--- config.mk ---
export PLATFORM = sky130hd
export DESIGN_NAME = i2c_indirect_seq
export DESIGN_NICKNAME = d
export VERILOG_FILES = /design/src/rtl/i2cseq_pkg.sv /design/src/rtl/i2cseq_xfer.sv /design/src/rtl/i2cseq_ctrl.sv /design/src/rtl/i2c_indirect_seq.sv
export SDC_FILE = /design/constraint.sdc
export NUM_CORES = 1
export LEC_CHECK = 0
export ABC_AREA = 1
export BUFFER_PORTS_ARGS = -buffer_cell sky130_fd_sc_hd__buf_2
export CAP_MARGIN = 40
export CELL_PAD_IN_SITES_DETAIL_PLACEMENT = 1
export CELL_PAD_IN_SITES_GLOBAL_PLACEMENT = 2
export CORE_MARGIN = 2
export CORE_UTILIZATION = 25
export CTS_CLUSTER_SIZE = 16
export DETAILED_ROUTE_END_ITERATION = 16
export PLACE_DENSITY_LB_ADDON = 0.1
export REMOVE_ABC_BUFFERS = 1
export SLEW_MARGIN = 5
export SYNTH_ARGS = -nofsm -noshare
export SYNTH_HDL_FRONTEND = slang
export SYNTH_SLANG_ARGS = --single-unit
--- constraint.sdc ---
create_clock -name clk_i -period 1.5 [get_ports clk_i]
set_input_delay 0.075 -clock clk_i [delete_from_list [all_inputs] [get_ports clk_i]]
set_output_delay 0.075 -clock clk_i [all_outputs]
set_load 0.05 [all_outputs]
--- src/rtl/i2cseq_pkg.sv ---
package i2cseq_pkg;

  typedef enum logic [2:0] {
    OP_START  = 3'd0,
    OP_RSTART = 3'd1,
    OP_WRITE  = 3'd2,
    OP_READ   = 3'd3,
    OP_STOP   = 3'd4
  } bus_op_e;

  typedef enum logic [1:0] {
    K_DIR_WR = 2'd0,
    K_DIR_RD = 2'd1,
    K_IND_WR = 2'd2,
    K_IND_RD = 2'd3
  } req_kind_e;

  // one bus transaction: subaddress write, then either data bytes out or bytes back
  typedef struct packed {
    logic        rd;
    logic        two;
    logic [7:0]  sub;
    logic [15:0] wdata;
  } seg_t;

endpackage

--- src/rtl/i2cseq_xfer.sv ---
module i2cseq_xfer
  import i2cseq_pkg::*;
#(
  parameter logic [6:0] DEV_ADDR7 = 7'h43
) (
  input  logic        clk_i,
  input  logic        rst_ni,
  input  logic        seg_start_i,
  input  seg_t        seg_i,
  output logic        seg_busy_o,
  output logic        seg_done_o,
  output logic        seg_err_o,
  output logic [15:0] seg_rdata_o,
  output logic        cmd_valid_o,
  output bus_op_e     cmd_op_o,
  output logic [7:0]  cmd_byte_o,
  output logic        cmd_nack_o,
  input  logic        cmd_done_i,
  input  logic        cmd_ack_i,
  input  logic [7:0]  cmd_rdata_i
);

  localparam logic [7:0] DEV_W = {DEV_ADDR7, 1'b0};
  localparam logic [7:0] DEV_R = {DEV_ADDR7, 1'b1};

  typedef enum logic [3:0] {
    X_IDLE, X_START, X_DEVW, X_SUB, X_WHI, X_WLO,
    X_RST, X_DEVR, X_RHI, X_RLO, X_STOP
  } xst_e;

  xst_e        st_q;
  seg_t        seg_q;
  logic        wait_q;
  logic        done_q;
  logic        err_q;
  logic [15:0] rdata_q;
  logic        fin;

  always_comb begin
    cmd_op_o   = OP_STOP;
    cmd_byte_o = 8'h00;
    cmd_nack_o = 1'b0;
    unique case (st_q)
      X_START: cmd_op_o = OP_START;
      X_DEVW:  begin cmd_op_o = OP_WRITE; cmd_byte_o = DEV_W; end
      X_SUB:   begin cmd_op_o = OP_WRITE; cmd_byte_o = seg_q.sub; end
      X_WHI:   begin cmd_op_o = OP_WRITE; cmd_byte_o = seg_q.wdata[15:8]; end
      X_WLO:   begin cmd_op_o = OP_WRITE; cmd_byte_o = seg_q.wdata[7:0]; end
      X_RST:   cmd_op_o = OP_RSTART;
      X_DEVR:  begin cmd_op_o = OP_WRITE; cmd_byte_o = DEV_R; end
      X_RHI:   cmd_op_o = OP_READ;
      X_RLO:   begin cmd_op_o = OP_READ; cmd_nack_o = 1'b1; end
      default: cmd_op_o = OP_STOP;
    endcase
  end

  assign cmd_valid_o = (st_q != X_IDLE) && !wait_q;
  assign fin         = wait_q && cmd_done_i;
  assign seg_busy_o  = (st_q != X_IDLE);
  assign seg_done_o  = done_q;
  assign seg_err_o   = err_q;
  assign seg_rdata_o = rdata_q;

  always_ff @(posedge clk_i or negedge rst_ni) begin
    if (!rst_ni) begin
      st_q    <= X_IDLE;
      seg_q   <= '0;
      wait_q  <= 1'b0;
      done_q  <= 1'b0;
      err_q   <= 1'b0;
      rdata_q <= '0;
    end else begin
      done_q <= 1'b0;
      if (cmd_valid_o) wait_q <= 1'b1;
      if (st_q == X_IDLE) begin
        if (seg_start_i) begin
          seg_q   <= seg_i;
          err_q   <= 1'b0;
          rdata_q <= '0;
          st_q    <= X_START;
        end
      end else if (fin) begin
        wait_q <= 1'b0;
        if (cmd_op_o == OP_WRITE && !cmd_ack_i) begin
          err_q <= 1'b1;
          st_q  <= X_STOP;
        end else begin
          unique case (st_q)
            X_START: st_q <= X_DEVW;
            X_DEVW:  st_q <= X_SUB;
            X_SUB:   st_q <= seg_q.rd ? X_RST : (seg_q.two ? X_WHI : X_WLO);
            X_WHI:   st_q <= X_WLO;
            X_WLO:   st_q <= X_STOP;
            X_RST:   st_q <= X_DEVR;
            X_DEVR:  st_q <= seg_q.two ? X_RHI : X_RLO;
            X_RHI:   begin rdata_q[15:8] <= cmd_rdata_i; st_q <= X_RLO; end
            X_RLO:   begin rdata_q[7:0] <= cmd_rdata_i; st_q <= X_STOP; end
            default: begin st_q <= X_IDLE; done_q <= 1'b1; end
          endcase
        end
      end
    end
  end

  p_done_in_flight_r9: assert property (@(posedge clk_i) disable iff (!rst_ni)
    cmd_done_i |-> wait_q);
  p_cmd_pulse_r9: assert property (@(posedge clk_i) disable iff (!rst_ni)
    cmd_valid_o |=> !cmd_valid_o);
  p_nack_stop_r7: assert property (@(posedge clk_i) disable iff (!rst_ni)
    (fin && cmd_op_o == OP_WRITE && !cmd_ack_i) |=> (cmd_valid_o && cmd_op_o == OP_STOP));
  p_seg_done_pulse_r8: assert property (@(posedge clk_i) disable iff (!rst_ni)
    seg_done_o |=> !seg_done_o);

endmodule

--- src/rtl/i2cseq_ctrl.sv ---
module i2cseq_ctrl
  import i2cseq_pkg::*;
#(
  parameter int unsigned MAX_POLLS  = 8,
  parameter int unsigned BUSY_BIT   = 2,
  parameter logic [7:0]  STAT_SUB   = 8'h35,
  parameter logic [7:0]  RADDR_SUB  = 8'h36,
  parameter logic [7:0]  WADDR_SUB  = 8'h37,
  parameter logic [7:0]  PDATA_SUB  = 8'h38
) (
  input  logic        clk_i,
  input  logic        rst_ni,
  input  logic        req_valid_i,
  output logic        req_ready_o,
  input  logic [1:0]  req_kind_i,
  input  logic [7:0]  req_sub_i,
  input  logic [15:0] req_addr_i,
  input  logic [15:0] req_wdata_i,
  output logic        rsp_valid_o,
  output logic [15:0] rsp_rdata_o,
  output logic        rsp_err_ack_o,
  output logic        rsp_err_tmo_o,
  output logic        seg_start_o,
  output seg_t        seg_o,
  input  logic        seg_busy_i,
  input  logic        seg_done_i,
  input  logic        seg_err_i,
  input  logic [15:0] seg_rdata_i
);

  localparam int unsigned CNT_W = $clog2(MAX_POLLS + 1);
  localparam logic [CNT_W-1:0] LAST_POLL = CNT_W'(MAX_POLLS - 1);
  // phases: 0 poll, 1 address write, 2 poll, 3 data move (direct requests enter at 3)
  localparam logic [1:0] PH_DATA = 2'd3;

  typedef enum logic [1:0] {C_IDLE, C_GO, C_WAIT, C_RSP} cst_e;

  cst_e             st_q;
  req_kind_e        kind_q;
  logic [7:0]       sub_q;
  logic [15:0]      addr_q;
  logic [15:0]      wdata_q;
  logic [1:0]       ph_q;
  logic [CNT_W-1:0] poll_cnt_q;
  logic [15:0]      rdata_q;
  logic             eack_q;
  logic             etmo_q;
  logic             is_poll;
  logic             indirect;

  assign is_poll  = !ph_q[0];
  assign indirect = kind_q[1];

  always_comb begin
    seg_o = '0;
    if (is_poll) begin
      seg_o.rd  = 1'b1;
      seg_o.sub = STAT_SUB;
    end else if (ph_q == 2'd1) begin
      seg_o.two   = 1'b1;
      seg_o.sub   = (kind_q == K_IND_WR) ? WADDR_SUB : RADDR_SUB;
      seg_o.wdata = addr_q;
    end else if (indirect) begin
      seg_o.rd    = (kind_q == K_IND_RD);
      seg_o.two   = 1'b1;
      seg_o.sub   = PDATA_SUB;
      seg_o.wdata = wdata_q;
    end else begin
      seg_o.rd    = (kind_q == K_DIR_RD);
      seg_o.sub   = sub_q;
      seg_o.wdata = {8'h00, wdata_q[7:0]};
    end
  end

  assign req_ready_o   = (st_q == C_IDLE);
  assign seg_start_o   = (st_q == C_GO);
  assign rsp_valid_o   = (st_q == C_RSP);
  assign rsp_rdata_o   = rdata_q;
  assign rsp_err_ack_o = eack_q;
  assign rsp_err_tmo_o = etmo_q;

  always_ff @(posedge clk_i or negedge rst_ni) begin
    if (!rst_ni) begin
      st_q       <= C_IDLE;
      kind_q     <= K_DIR_WR;
      sub_q      <= '0;
      addr_q     <= '0;
      wdata_q    <= '0;
      ph_q       <= '0;
      poll_cnt_q <= '0;
      rdata_q    <= '0;
      eack_q     <= 1'b0;
      etmo_q     <= 1'b0;
    end else begin
      unique case (st_q)
        C_IDLE: if (req_valid_i) begin
          kind_q     <= req_kind_e'(req_kind_i);
          sub_q      <= req_sub_i;
          addr_q     <= req_addr_i;
          wdata_q    <= req_wdata_i;
          ph_q       <= req_kind_i[1] ? 2'd0 : PH_DATA;
          poll_cnt_q <= '0;
          rdata_q    <= '0;
          eack_q     <= 1'b0;
          etmo_q     <= 1'b0;
          st_q       <= C_GO;
        end
        C_GO: st_q <= C_WAIT;
        C_WAIT: if (seg_done_i) begin
          if (seg_err_i) begin
            eack_q <= 1'b1;
            st_q   <= C_RSP;
          end else if (is_poll && seg_rdata_i[BUSY_BIT]) begin
            if (poll_cnt_q == LAST_POLL) begin
              etmo_q <= 1'b1;
              st_q   <= C_RSP;
            end else begin
              poll_cnt_q <= poll_cnt_q + 1'b1;
              st_q       <= C_GO;
            end
          end else if (ph_q != PH_DATA) begin
            poll_cnt_q <= '0;
            ph_q       <= ph_q + 2'd1;
            st_q       <= C_GO;
          end else begin
            if (kind_q == K_IND_RD)      rdata_q <= seg_rdata_i;
            else if (kind_q == K_DIR_RD) rdata_q <= {8'h00, seg_rdata_i[7:0]};
            st_q <= C_RSP;
          end
        end
        default: st_q <= C_IDLE;
      endcase
    end
  end

  p_ready_idle_r8: assert property (@(posedge clk_i) disable iff (!rst_ni)
    req_ready_o |-> !seg_busy_i);
  p_rsp_pulse_r8: assert property (@(posedge clk_i) disable iff (!rst_ni)
    rsp_valid_o |=> (!rsp_valid_o && req_ready_o));
  p_err_excl_r6: assert property (@(posedge clk_i) disable iff (!rst_ni)
    rsp_valid_o |-> !(rsp_err_ack_o && rsp_err_tmo_o));
  p_poll_cap_r6: assert property (@(posedge clk_i) disable iff (!rst_ni)
    (st_q == C_WAIT && is_poll) |-> (poll_cnt_q < CNT_W'(MAX_POLLS)));
  p_start_free_r9: assert property (@(posedge clk_i) disable iff (!rst_ni)
    seg_start_o |-> !seg_busy_i);

endmodule

--- src/rtl/i2c_indirect_seq.sv ---
module i2c_indirect_seq
  import i2cseq_pkg::*;
#(
  parameter logic [6:0]  DEV_ADDR7 = 7'h43,
  parameter int unsigned MAX_POLLS = 8,
  parameter int unsigned BUSY_BIT  = 2
) (
  input  logic        clk_i,
  input  logic        rst_ni,
  input  logic        req_valid_i,
  output logic        req_ready_o,
  input  logic [1:0]  req_kind_i,
  input  logic [7:0]  req_sub_i,
  input  logic [15:0] req_addr_i,
  input  logic [15:0] req_wdata_i,
  output logic        rsp_valid_o,
  output logic [15:0] rsp_rdata_o,
  output logic        rsp_err_ack_o,
  output logic        rsp_err_tmo_o,
  output logic        cmd_valid_o,
  output logic [2:0]  cmd_op_o,
  output logic [7:0]  cmd_byte_o,
  output logic        cmd_nack_o,
  input  logic        cmd_done_i,
  input  logic        cmd_ack_i,
  input  logic [7:0]  cmd_rdata_i
);

  seg_t        seg;
  logic        seg_start;
  logic        seg_busy;
  logic        seg_done;
  logic        seg_err;
  logic [15:0] seg_rdata;
  bus_op_e     op;

  i2cseq_ctrl #(
    .MAX_POLLS (MAX_POLLS),
    .BUSY_BIT  (BUSY_BIT)
  ) u_ctrl (
    .clk_i         (clk_i),
    .rst_ni        (rst_ni),
    .req_valid_i   (req_valid_i),
    .req_ready_o   (req_ready_o),
    .req_kind_i    (req_kind_i),
    .req_sub_i     (req_sub_i),
    .req_addr_i    (req_addr_i),
    .req_wdata_i   (req_wdata_i),
    .rsp_valid_o   (rsp_valid_o),
    .rsp_rdata_o   (rsp_rdata_o),
    .rsp_err_ack_o (rsp_err_ack_o),
    .rsp_err_tmo_o (rsp_err_tmo_o),
    .seg_start_o   (seg_start),
    .seg_o         (seg),
    .seg_busy_i    (seg_busy),
    .seg_done_i    (seg_done),
    .seg_err_i     (seg_err),
    .seg_rdata_i   (seg_rdata)
  );

  i2cseq_xfer #(
    .DEV_ADDR7 (DEV_ADDR7)
  ) u_xfer (
    .clk_i       (clk_i),
    .rst_ni      (rst_ni),
    .seg_start_i (seg_start),
    .seg_i       (seg),
    .seg_busy_o  (seg_busy),
    .seg_done_o  (seg_done),
    .seg_err_o   (seg_err),
    .seg_rdata_o (seg_rdata),
    .cmd_valid_o (cmd_valid_o),
    .cmd_op_o    (op),
    .cmd_byte_o  (cmd_byte_o),
    .cmd_nack_o  (cmd_nack_o),
    .cmd_done_i  (cmd_done_i),
    .cmd_ack_i   (cmd_ack_i),
    .cmd_rdata_i (cmd_rdata_i)
  );

  assign cmd_op_o = op;

  p_idle_quiet_r8: assert property (@(posedge clk_i) disable iff (!rst_ni)
    req_ready_o |-> !cmd_valid_o);

endmodule

After elaboration in Yosys (flattened, before gate mapping)

Index checks and enable logic that the tools add are counted.

Flip-flop bits (word level): 117
Output and inout bits: 33

$add $sub $neg: 2
Equality and inequality tests: 33
Multiplexer cells: 76
Reductions and logical operators: 31

Operators by type and width:

| cell                                                                   | count |
|---|---|
| 16-bit two-way mux                                                     | 12 |
| 4-bit two-way mux                                                      | 11 |
| 8-bit one-hot mux with 5 select lines                                  | 1 |
| 16-bit one-hot mux with 2 select lines                                 | 1 |
| 4-bit one-hot mux with 8 select lines                                  | 1 |
| 1-bit two-way mux                                                      | 27 |
| 25-bit two-way mux                                                     | 1 |
| 2-bit two-way mux                                                      | 12 |
| 24-bit two-way mux                                                     | 1 |
| 8-bit two-way mux                                                      | 3 |
| 4-bit by 3-bit equality test with 1-bit output (second input constant) | 5 |
| 6-bit AND reduction                                                    | 3 |
| 2-bit by 1-bit != test with 1-bit output (second input constant)       | 6 |
| 2-bit != test (second input constant)                                  | 6 |
| 3-bit one-hot mux with 4 select lines                                  | 1 |
| 4-bit AND reduction                                                    | 3 |
| 2-bit nonzero test                                                     | 5 |
| 9-bit OR reduction                                                     | 1 |
| 2-bit equality test (second input constant)                            | 4 |
| 4-bit by 2-bit equality test with 1-bit output (second input constant) | 2 |
| 4-bit equality test (second input constant)                            | 2 |
| 4-bit one-hot mux with 2 select lines                                  | 1 |
| 2-bit AND reduction                                                    | 4 |
| 7-bit AND reduction                                                    | 1 |
| other kinds (18)                                                       | 28 |

Longest topological paths before layout

Gate-level depths: netlist of run 1.

Word-level depth: 8
Mapped depth: 9
Gate-level depth less buffers: 9

Modules after synthesis

A second synthesis of run 1 with hierarchy kept.

Cells, all modules: 681
Area total of the unflattened synthesis: 5549.1 um^2

Modules (own cells, without submodules):

| module      | times used | cells an instance | area each (um^2) | seq. area each (um^2) |
|---|---|---|---|---|
| i2cseq_ctrl | 1          | 406               | 3255.6           | 1701.6 |
| i2cseq_xfer | 1          | 275               | 2293.4           | 1226.2 |

Worst setup path before layout of run 1

No wires, ideal clock.

Path kind: register -> register
From: reg u_ctrl.st_q[0]
To: reg u_ctrl.wdata_q[10]
Library setup time: 0.125 ns
Arrival: 1.993 ns
Setup slack: -0.618 ns
Cell stages (with the launch flop): 5
Clock period less this slack: 2.118 ns
Cells stage by stage: dfrtp_1 -> nor2_1 -> nand2_2 -> clkbuf_8 -> mux2_2

Longest elaborated chain between the ends: 2

Ends and longest elaborated chain:

| item                          | line                   | text |
|---|---|---|
| from (decl)                   | i2cseq_ctrl.sv:38      | `cst_e st_q;` |
| from (signal assigned)        | i2cseq_ctrl.sv:84      | `st_q <= C_IDLE;` |
| from (signal assigned)        | i2cseq_ctrl.sv:106     | `st_q <= C_GO;` |
| from (signal assigned)        | i2cseq_ctrl.sv:108     | `C_GO: st_q <= C_WAIT;` |
| 2-bit logical NOT             | n/a                    |  |
| via req_ready_o               | i2c_indirect_seq.sv:11 | `output logic req_ready_o,` |
| 2-bit AND reduction (no line) | n/a                    |  |
| to (signal assigned)          | i2cseq_ctrl.sv:100     | `wdata_q <= req_wdata_i;` |
| to (decl)                     | i2cseq_ctrl.sv:42      | `logic [15:0] wdata_q;` |

The timed path passes the listed nets, and every way through them passes these cells.
A chain may end at the register's enable or synchronous reset.

Final worst setup path of run 1

From: reg u_xfer.st_q[2]
To: out cmd_op_o[2]

Longest elaborated chain between the ends: 3
Elaborated cells on any way between the ends: 12

Ends and longest elaborated chain:

| item                                                                   | line                   | text |
|---|---|---|
| from (decl)                                                            | i2cseq_xfer.sv:31      | `xst_e st_q;` |
| from (signal assigned)                                                 | i2cseq_xfer.sv:91      | `X_SUB: st_q <= seg_q.rd ? X_RST : (seg_q.two ? X_WHI : X_WLO);` |
| from (signal assigned)                                                 | i2cseq_xfer.sv:95      | `X_DEVR: st_q <= seg_q.two ? X_RHI : X_RLO;` |
| 4-bit by 2-bit equality test with 1-bit output (tied with other cells) | i2cseq_xfer.sv:43      | `unique case (st_q)` |
| 5-bit OR reduction (no line) or 2-bit OR reduction (tied branches)     | n/a                    |  |
| 3-bit one-hot mux with 4 select lines (*)                              | i2cseq_xfer.sv:43      |  |
| to (decl)                                                              | i2c_indirect_seq.sv:21 | `output logic [2:0] cmd_op_o,` |

Every way passes the cells marked *; elsewhere a longest branch is shown, timed or not.

==> results by group, run 1 <==
Run status
  – Status: finished, violations left
  – Failing checks: setup timing

STA
  – PnR worst setup slack: -345 ps
  – Final period util: 1.23
  – Worst slew margin: 0.664
  – Fin Clk Skew: 7.64 ps
  – Worst-Margin Slew: 503 ps
  – Hold WS: 36.0 ps
  – Unrepaired setup endpoints after global routing: true
  – Fmax: 542 MHz
  – Slew Viols, Final: 0
  – Fin. Hold Viols: 0
  – Tmin final: 1850 ps
  – Final setup viols: 60

Layout
  – Fin nets: 853
  – Layout cells sized above 1: 0.493
  – Area Overhead vs Synth: 64.7%
  – Ant. Diodes: 0
  – Final cell count without fillers: 1,083
  – Fill cell count: 2,343

Synthesis
  – Synth warnings: 0
  – Async SR Flop Fraction: 1.00
  – Yosys cell types: 37
  – EDFF count, synth: 0
  – Mapped Cells: 558
  – Most common cell in the netlist: nand2_1
  – Post-Syn Area: 5380 um^2
  – Largest area contributor in the netlist: dfrtp_1
  – Commonest cells in the netlist: 139 x nand2_1, 117 x dfrtp_1, 50 x inv_1
  – #FFs+latches synth: 117
  – Synth Flop Type: dfrtp_1
  – Synth top area cells: dfrtp_1 54%, nand2_1 9.7%, mux2_2 8.2%, inv_1 3.5%, o21ai_0 3.4%
  – Seq/Total Area, Yosys: 0.545
  – Synth top area share: 0.545
  – Synthesized area per cell: 9.64 um^2

Floorplan
  – Num rows: 53
  – Die Wd: 151 um
  – Starting Density: 0.255
  – Full die area: 22,700 um^2
  – Die height: 151 um
  – Top Ports: 88
  – Area of the core: 21,100 um^2

Setup path
  – Reg-to-reg endpoint: u_xfer.st_q[0]$_DFFE_PN0P_
  – Worst Path Arrival: 1770 ps
  – Worst EP required: 1420 ps
  – Origin of the critical flop-to-flop path: u_xfer.st_q[3]$_DFFE_PN0P_
  – R2R Setup Slk: -320 ps
  – R2R depth: 14
  – Slowest CP cell: dfrtp_2
  – Critical-path cell list: nor2_4 -> nand2_1 -> buf_4 -> nand4_1 -> inv_1 -> buf_6
  – Startpoint Class: flop
  – Sum of buffers and inverters on the critical path: 3
  – Worst Setup End Kind: primary output
  – Crit Path Max Fanout: 4
  – CP top delay family: simple AND/OR/NAND/NOR gates
  – CP max stage delay: 450 ps
  – Start point of the critical path: u_xfer.st_q[2]$_DFFE_PN0P_
  – Worst Setup Path Type: reg -> out

Global route
  – Grt ovf: 0
  – Vias in the first global route: 5,313
  – Initial antenna violation count: 0
  – Pin count of the biggest net entering global routing: 46
  – Global routing met3 resource utilization: 0.0403
  – Total Routing Usage GR: 0.162
  – Met2 Use GR: 0.279
  – First-pass GRT wire length: 27,900 um
  – GR Util met1: 0.201
  – GR peak layer: met2

Hold path
  – Hold Crit Endpoint: u_xfer.seg_rdata_o[15]$_DFFE_PN0P_
  – Hold WC Path Type: in -> reg
  – HP Start: cmd_rdata_i[7]
  – Hold Crit Depth: 5

Clocking
  – CTS Sinks: 117
  – CTS tree: built
  – CTS Buf Count: 17
  – Max H-tree Level: 4
  – Clock Path Buffers: 2
  – Root buf cell: clkbuf_16
  – Worst skew pair latency: 410 ps
  – Clock Pin Slew Worst Setup and Hold Paths: 60 ps

Routing
  – DR vias: 4,775
  – Residual DRC: 0
  – WL/cell: 16.5 um
  – First DRT Iteration DRCs: 144
  – Pre-antenna DRT Iters: 4
  – ANT nets after route: 0
  – Final wirelength: 17,800 um
  – Vias per cell: 4.41

Placement
  – Placed insts: 961
  – DP Worst Slack: -153 ps
  – Gpl congestion: 0.794
  – HPWL Detailed: 11,800 um
  – PortBufs: 87

Pwr
  – Cell area power density: 2220 nW/um^2
  – VDD IR max: 0.834 mV
  – Cell leakage power: 4.17 nW

Flow run
  – Max cap viols: 0
==> worst register-to-register path: cells and delay by family (launching register included) <==
family,cells,cell delay (ps)
buffers and inverters,8,890
flip-flops,1,400
AND/OR/NAND/NOR,5,380
AO/OA/AOI/OAI,1,50
==> power by group <==
part | internal, mW | switching (mW) | total [mW]
logic | 4.54 | 5.71 | 10.2
clock network | 2.33 | 1.60 | 3.94
registers | 4.54 | 0.953 | 5.50
total | 11.4 | 8.27 | 19.7
==> logic make-up after synthesis <==
| family | after synthesis | share of synthesized area |
|---|---|---|
| simple gates | 226 | 0.185 |
| flops | 117 | 0.545 |
| compound gates | 88 | 0.0980 |
| buf+inv | 76 | 0.0668 |
| mux | 47 | 0.0966 |
| fa+ha+maj | 3 | 0.00698 |
| xor+xnor | 1 | 0.00163 |
==> metrics by stage <==
stage,setup TNS (ps),utilization,power [mW],cell area [um^2]
floorplan,-61510,-,9.92,5230
global placement,-2530,0.312,12.8,6580
detailed placement,-3000,0.312,12.9,6580
CTS,-12340,0.398,18.9,8390
global route,-19570,0.420,21.0,8860
finish,-15050,0.420,19.7,8860
==> per-layer routing <==
metal  vias up  wire (um)
li1       2348          -
met2        85       9170
met1      2327       7820
met4         0        265
met3        15        563
met5         -          0
==> worst max path at each step <==
stage / to / slack [ps] / depth (start not counted)
6_report: cmd_op_o[2] / -350 / 6
5_1_grt: cmd_op_o[2] / -430 / 6
4_1_cts: cmd_byte_o[0] / -380 / 7
3_5_place_dp: cmd_byte_o[6] / -150 / 6
3_3_place_gp: cmd_byte_o[6] / -150 / 6
2_1_floorplan: u_ctrl.addr_q[0]$_DFFE_PN0P_ / -950 / 3
==> sequential cells by signal, indices dropped and copies added, names as in the netlist, 2 cells and up, named ones only <==
| signal | cells |
|---|---|
| u_xfer.seg_q | 26 |
| u_ctrl.addr_q | 16 |
| u_ctrl.rsp_rdata_o | 16 |
| u_ctrl.wdata_q | 16 |
| u_xfer.seg_rdata_o | 16 |
| u_ctrl.sub_q | 8 |
| u_ctrl.poll_cnt_q | 4 |
| u_xfer.st_q | 4 |
| u_ctrl.kind_q | 2 |
| u_ctrl.ph_q | 2 |
| u_ctrl.st_q | 2 |
==> placed cells by master, fill, tap and decap left out, drive strengths merged <==
| cell | n |
|---|---|
| a21oi | 10 |
| a22oi | 8 |
| a31oi | 2 |
| and2 | 1 |
| buf | 192 |
| bufinv | 1 |
| clkbuf | 21 |
| clkinv | 5 |
| clkinvlp | 6 |
| dfrtp | 117 |
| dlygate4sd3 | 43 |
| ha | 3 |
| inv | 58 |
| mux2 | 39 |
| mux2i | 8 |
| nand2 | 145 |
| nand3 | 11 |
| nand3b | 1 |
| nand4 | 20 |
| nor2 | 42 |
| nor3 | 4 |
| o2111ai | 3 |
| o211ai | 4 |
| o21a | 1 |
| o21ai | 44 |
| o221ai | 3 |
| o22ai | 12 |
| o31ai | 1 |
| or2 | 2 |
| xor2 | 1 |
==> area by class of cell <==
type,count,area [um^2],share of cell area
Sequential cell,117,2940,0.332
Multi-Input combinational cell,365,2580,0.291
Timing Repair Buffer,238,2200,0.248
Clock buffer,18,439,0.0496
Tap cell,275,344,0.0389
Inverter,56,235,0.0266
Clock inverter,14,129,0.0146
==> timing repair <==
action,CTS,global route
hold endpoints to repair,146,0
hold buffers,43,0
gates cloned,4,3
pin swaps,25,27
setup buffers,19,23
setup endpoints to repair,64,85
resized for setup,175,64
Power figures use the tool's default switching activity.
==> run 2, diff against run 1 <==
- CORE_UTILIZATION: 25 -> 32
==> run 2 against run 1 <==
The run still ends with setup timing left. Critical path depth up 3. Wire length shrank 13%. Sequential power is 0.7% lower. Clock power grew 1%. Global-route usage up 2.6 points. Sequential share of layout area up 3.2 points. Flip-flop and latch count unchanged. Worst setup slack got worse by 18 ps. Power fell by 6.9%. Non-clock buffer count is 30 lower. Clock skew up 0.97 ps. First-iteration DRC count rose by 4.2%. Highest routed layer unchanged.
==> results by group, run 2 (synthesis results as in run 1) <==
Hold path
  – Hold Crit Endpoint: u_xfer.seg_rdata_o[2]$_DFFE_PN0P_
  – Hold WC Path Type: in -> reg
  – HP Start: cmd_rdata_i[2]
  – Hold Crit Depth: 5 (unchanged)

Pwr
  – Cell leakage power: 3.88 nW (-7.0%)
  – VDD IR max: 0.960 mV (+15%)
  – Cell area power density: 2270 nW/um^2 (+2.1%)

Global route
  – Initial antenna violation count: 0 (unchanged)
  – Pin count of the biggest net entering global routing: 46 (unchanged)
  – Total Routing Usage GR: 0.188 (+0.0256)
  – Grt ovf: 0 (unchanged)
  – Vias in the first global route: 5,108 (-3.9%)
  – First-pass GRT wire length: 26,100 um (-6.2%)

STA
  – PnR worst setup slack: -363 ps (-17.7 ps)
  – Final setup viols: 60 (unchanged)
  – Fin Clk Skew: 8.60 ps (+0.966 ps)
  – Hold WS: 33.3 ps (-2.69 ps)
  – Worst-Margin Slew: 514 ps (+11.0 ps)
  – Fmax: 537 MHz (-0.95%)
  – Fin. Hold Viols: 0 (unchanged)
  – Worst slew margin: 0.657 (-0.00735)
  – Tmin final: 1860 ps (+17.7 ps)
  – Final period util: 1.24 (+0.0118)
  – Slew Viols, Final: 0 (unchanged)
  – Unrepaired setup endpoints after global routing: true

Floorplan
  – Starting Density: 0.325 (+0.0704)
  – Num rows: 47 (-11%)
  – Die height: 134 um (-11%)
  – Die Wd: 134 um (-11%)
  – Area of the core: 16,500 um^2 (-22%)
  – Top Ports: 88 (unchanged)
  – Full die area: 17,900 um^2 (-21%)

Layout
  – Post-layout util: 0.488 (+0.0684)
  – Ant. Diodes: 0 (unchanged)
  – Max reg flops: 26 (unchanged)
  – Area Overhead vs Synth: 50.1%
  – Layout cells sized above 1: 0.405 (-0.0872)
  – Register with the most flip-flops: u_xfer.seg_q
  – Most common cell after layout, fill and taps aside: nand2_1
  – Most frequent cells in the layout: 116 x nand2_1, 111 x dfrtp_1, 73 x buf_2, 53 x buf_4, 44 x dlygate4sd3_1
  – Fill cell count: 1,855 (-21%)
  – Fin nets: 823 (-3.5%)

Routing
  – Pre-antenna DRT Iters: 4 (unchanged)
  – WL/cell: 15.6 um (-5.0%)
  – Top sig layer: met4
  – Met1 Routed Length: 6890 um (-12%)
  – Met3 wire length: 478 um (-15%)
  – Residual DRC: 0 (unchanged)
  – Final wirelength: 15,600 um (-13%)
  – First DRT Iteration DRCs: 150 (+4.2%)
  – ANT nets after route: 0 (unchanged)
  – Routed wl met2: 7820 um (-15%)
  – DR vias: 4,644 (-2.7%)
  – Vias per cell: 4.66 (+5.6%)

Setup path
  – R2R Setup Slk: -340 ps (-20 ps)
  – CP max stage delay: 440 ps (about the same)
  – Worst EP required: 1420 ps (about the same)
  – R2R depth: 11 (-3)
  – Slowest CP cell: dfrtp_2
  – Worst Setup End Kind: primary output
  – Reg-to-reg endpoint: u_xfer.seg_q[16]$_DFFE_PN0P_
  – Origin of the critical flop-to-flop path: u_xfer.st_q[3]$_DFFE_PN0P_
  – Startpoint Class: flop
  – Sum of buffers and inverters on the critical path: 6 (+3)
  – Worst Setup Path Type: reg -> out
  – CP top delay family: buffers and inverters
  – Critical-path cell list: nor2_4 -> buf_4 -> buf_6 -> nand2_2 -> buf_6 -> inv_4 -> buf_6 -> nor2_2 -> buf_6
  – Worst Path Arrival: 1790 ps (+20 ps)
  – Crit Path Max Fanout: 6 (+2)
  – Worst path most repeated cell: buf_6

Flow run
  – Max cap viols: 0 (unchanged)

Run status
  – Status: finished, violations left
  – Failing checks: setup timing

Clocking
  – CTS Sinks: 117 (unchanged)
  – Worst skew pair latency: 410 ps (about the same)
  – Clock Pin Slew Worst Setup and Hold Paths: 50 ps (about the same)
  – Max H-tree Level: 4 (unchanged)
  – Root buf cell: clkbuf_16
  – CTS tree: built
  – Clock Path Buffers: 2 (unchanged)
  – CTS Buf Count: 17 (unchanged)

Placement
  – PortBufs: 87 (unchanged)
  – Gpl congestion: 0.834 (+5.0%)
  – HPWL Detailed: 11,100 um (-5.9%)
  – DP Worst Slack: -58.7 ps (+94.0 ps)
[run 2: cell types whose count changed in the layout (fill, tap and decap cells not counted), moves of 11 or more]
cell,change
o21ai_2,-11
buf_6,-11
nand2_1,+24
nand2_2,-19
o21ai_0,+16
[run 2: report_power, final]
group          internal [mW]  switching (mW)
combinational           3.73            5.15
clock                   2.55            1.42
sequential              4.54           0.916
total                   10.8            7.49
[run 2: timing repair]
item | 4_1_cts | 5_1_grt
hold endpoints to repair | 73 | 0
pin swaps | 12 | 6
cloned | 0 | 0
hold buffers | 44 | 0
setup endpoints to repair | 38 | 85
gates resized for setup | 101 | 38
buffers inserted | 9 | 10
[run 2: area by class of cell]
class                   instances  area (um^2)  share of cell area
clock buffers                  22          474              0.0588
well taps                     220          275              0.0341
multi-input cells             365         2340               0.290
clock inverters                 9          103              0.0127
inverters                      56          228              0.0282
repair buffers                208         1720               0.213
flip-flops and latches        117         2940               0.364
[run 2: worst max-delay path by stage]
stage,from,endpoint,cells past startpoint
floorplan,u_ctrl.st_q[0]$_DFFE_PN0P_,u_ctrl.addr_q[0]$_DFFE_PN0P_,3
global placement,u_xfer.st_q[3]$_DFFE_PN0P_,cmd_byte_o[0],7
detailed placement,u_xfer.st_q[3]$_DFFE_PN0P_,cmd_byte_o[5],7
CTS,u_xfer.st_q[2]$_DFFE_PN0P_,cmd_byte_o[0],7
global route,u_xfer.st_q[3]$_DFFE_PN0P_,cmd_byte_o[4],7
finish,u_xfer.st_q[3]$_DFFE_PN0P_,cmd_valid_o,9
[run 2: metrics by stage]
| stage | cells | instance area [um^2] | total power [mW] | setup TNS, ps |
|---|---|---|---|---|
| finish | 997 | 8070 | 18.3 | -16110 |
| global route | 997 | 8070 | 19.6 | -21650 |
| CTS | 987 | 7850 | 17.9 | -8680 |
| detailed placement | 904 | 6470 | 12.9 | -935 |
| global placement | 904 | 6470 | 12.7 | -868 |
| floorplan | 538 | 5230 | 9.92 | -61510 |
[run 2: worst min-delay path: cells and delay by family]
kind,cells,cell delay [ps]
AND/OR/NAND/NOR,3,180
buffers and inverters,2,140
[run 2: layer usage]
layer,global-route usage,up-vias
met4,0.0751,0
li1,-,2278
met5,0,-
met2,0.318,86
met3,0.0403,29
met1,0.234,2251
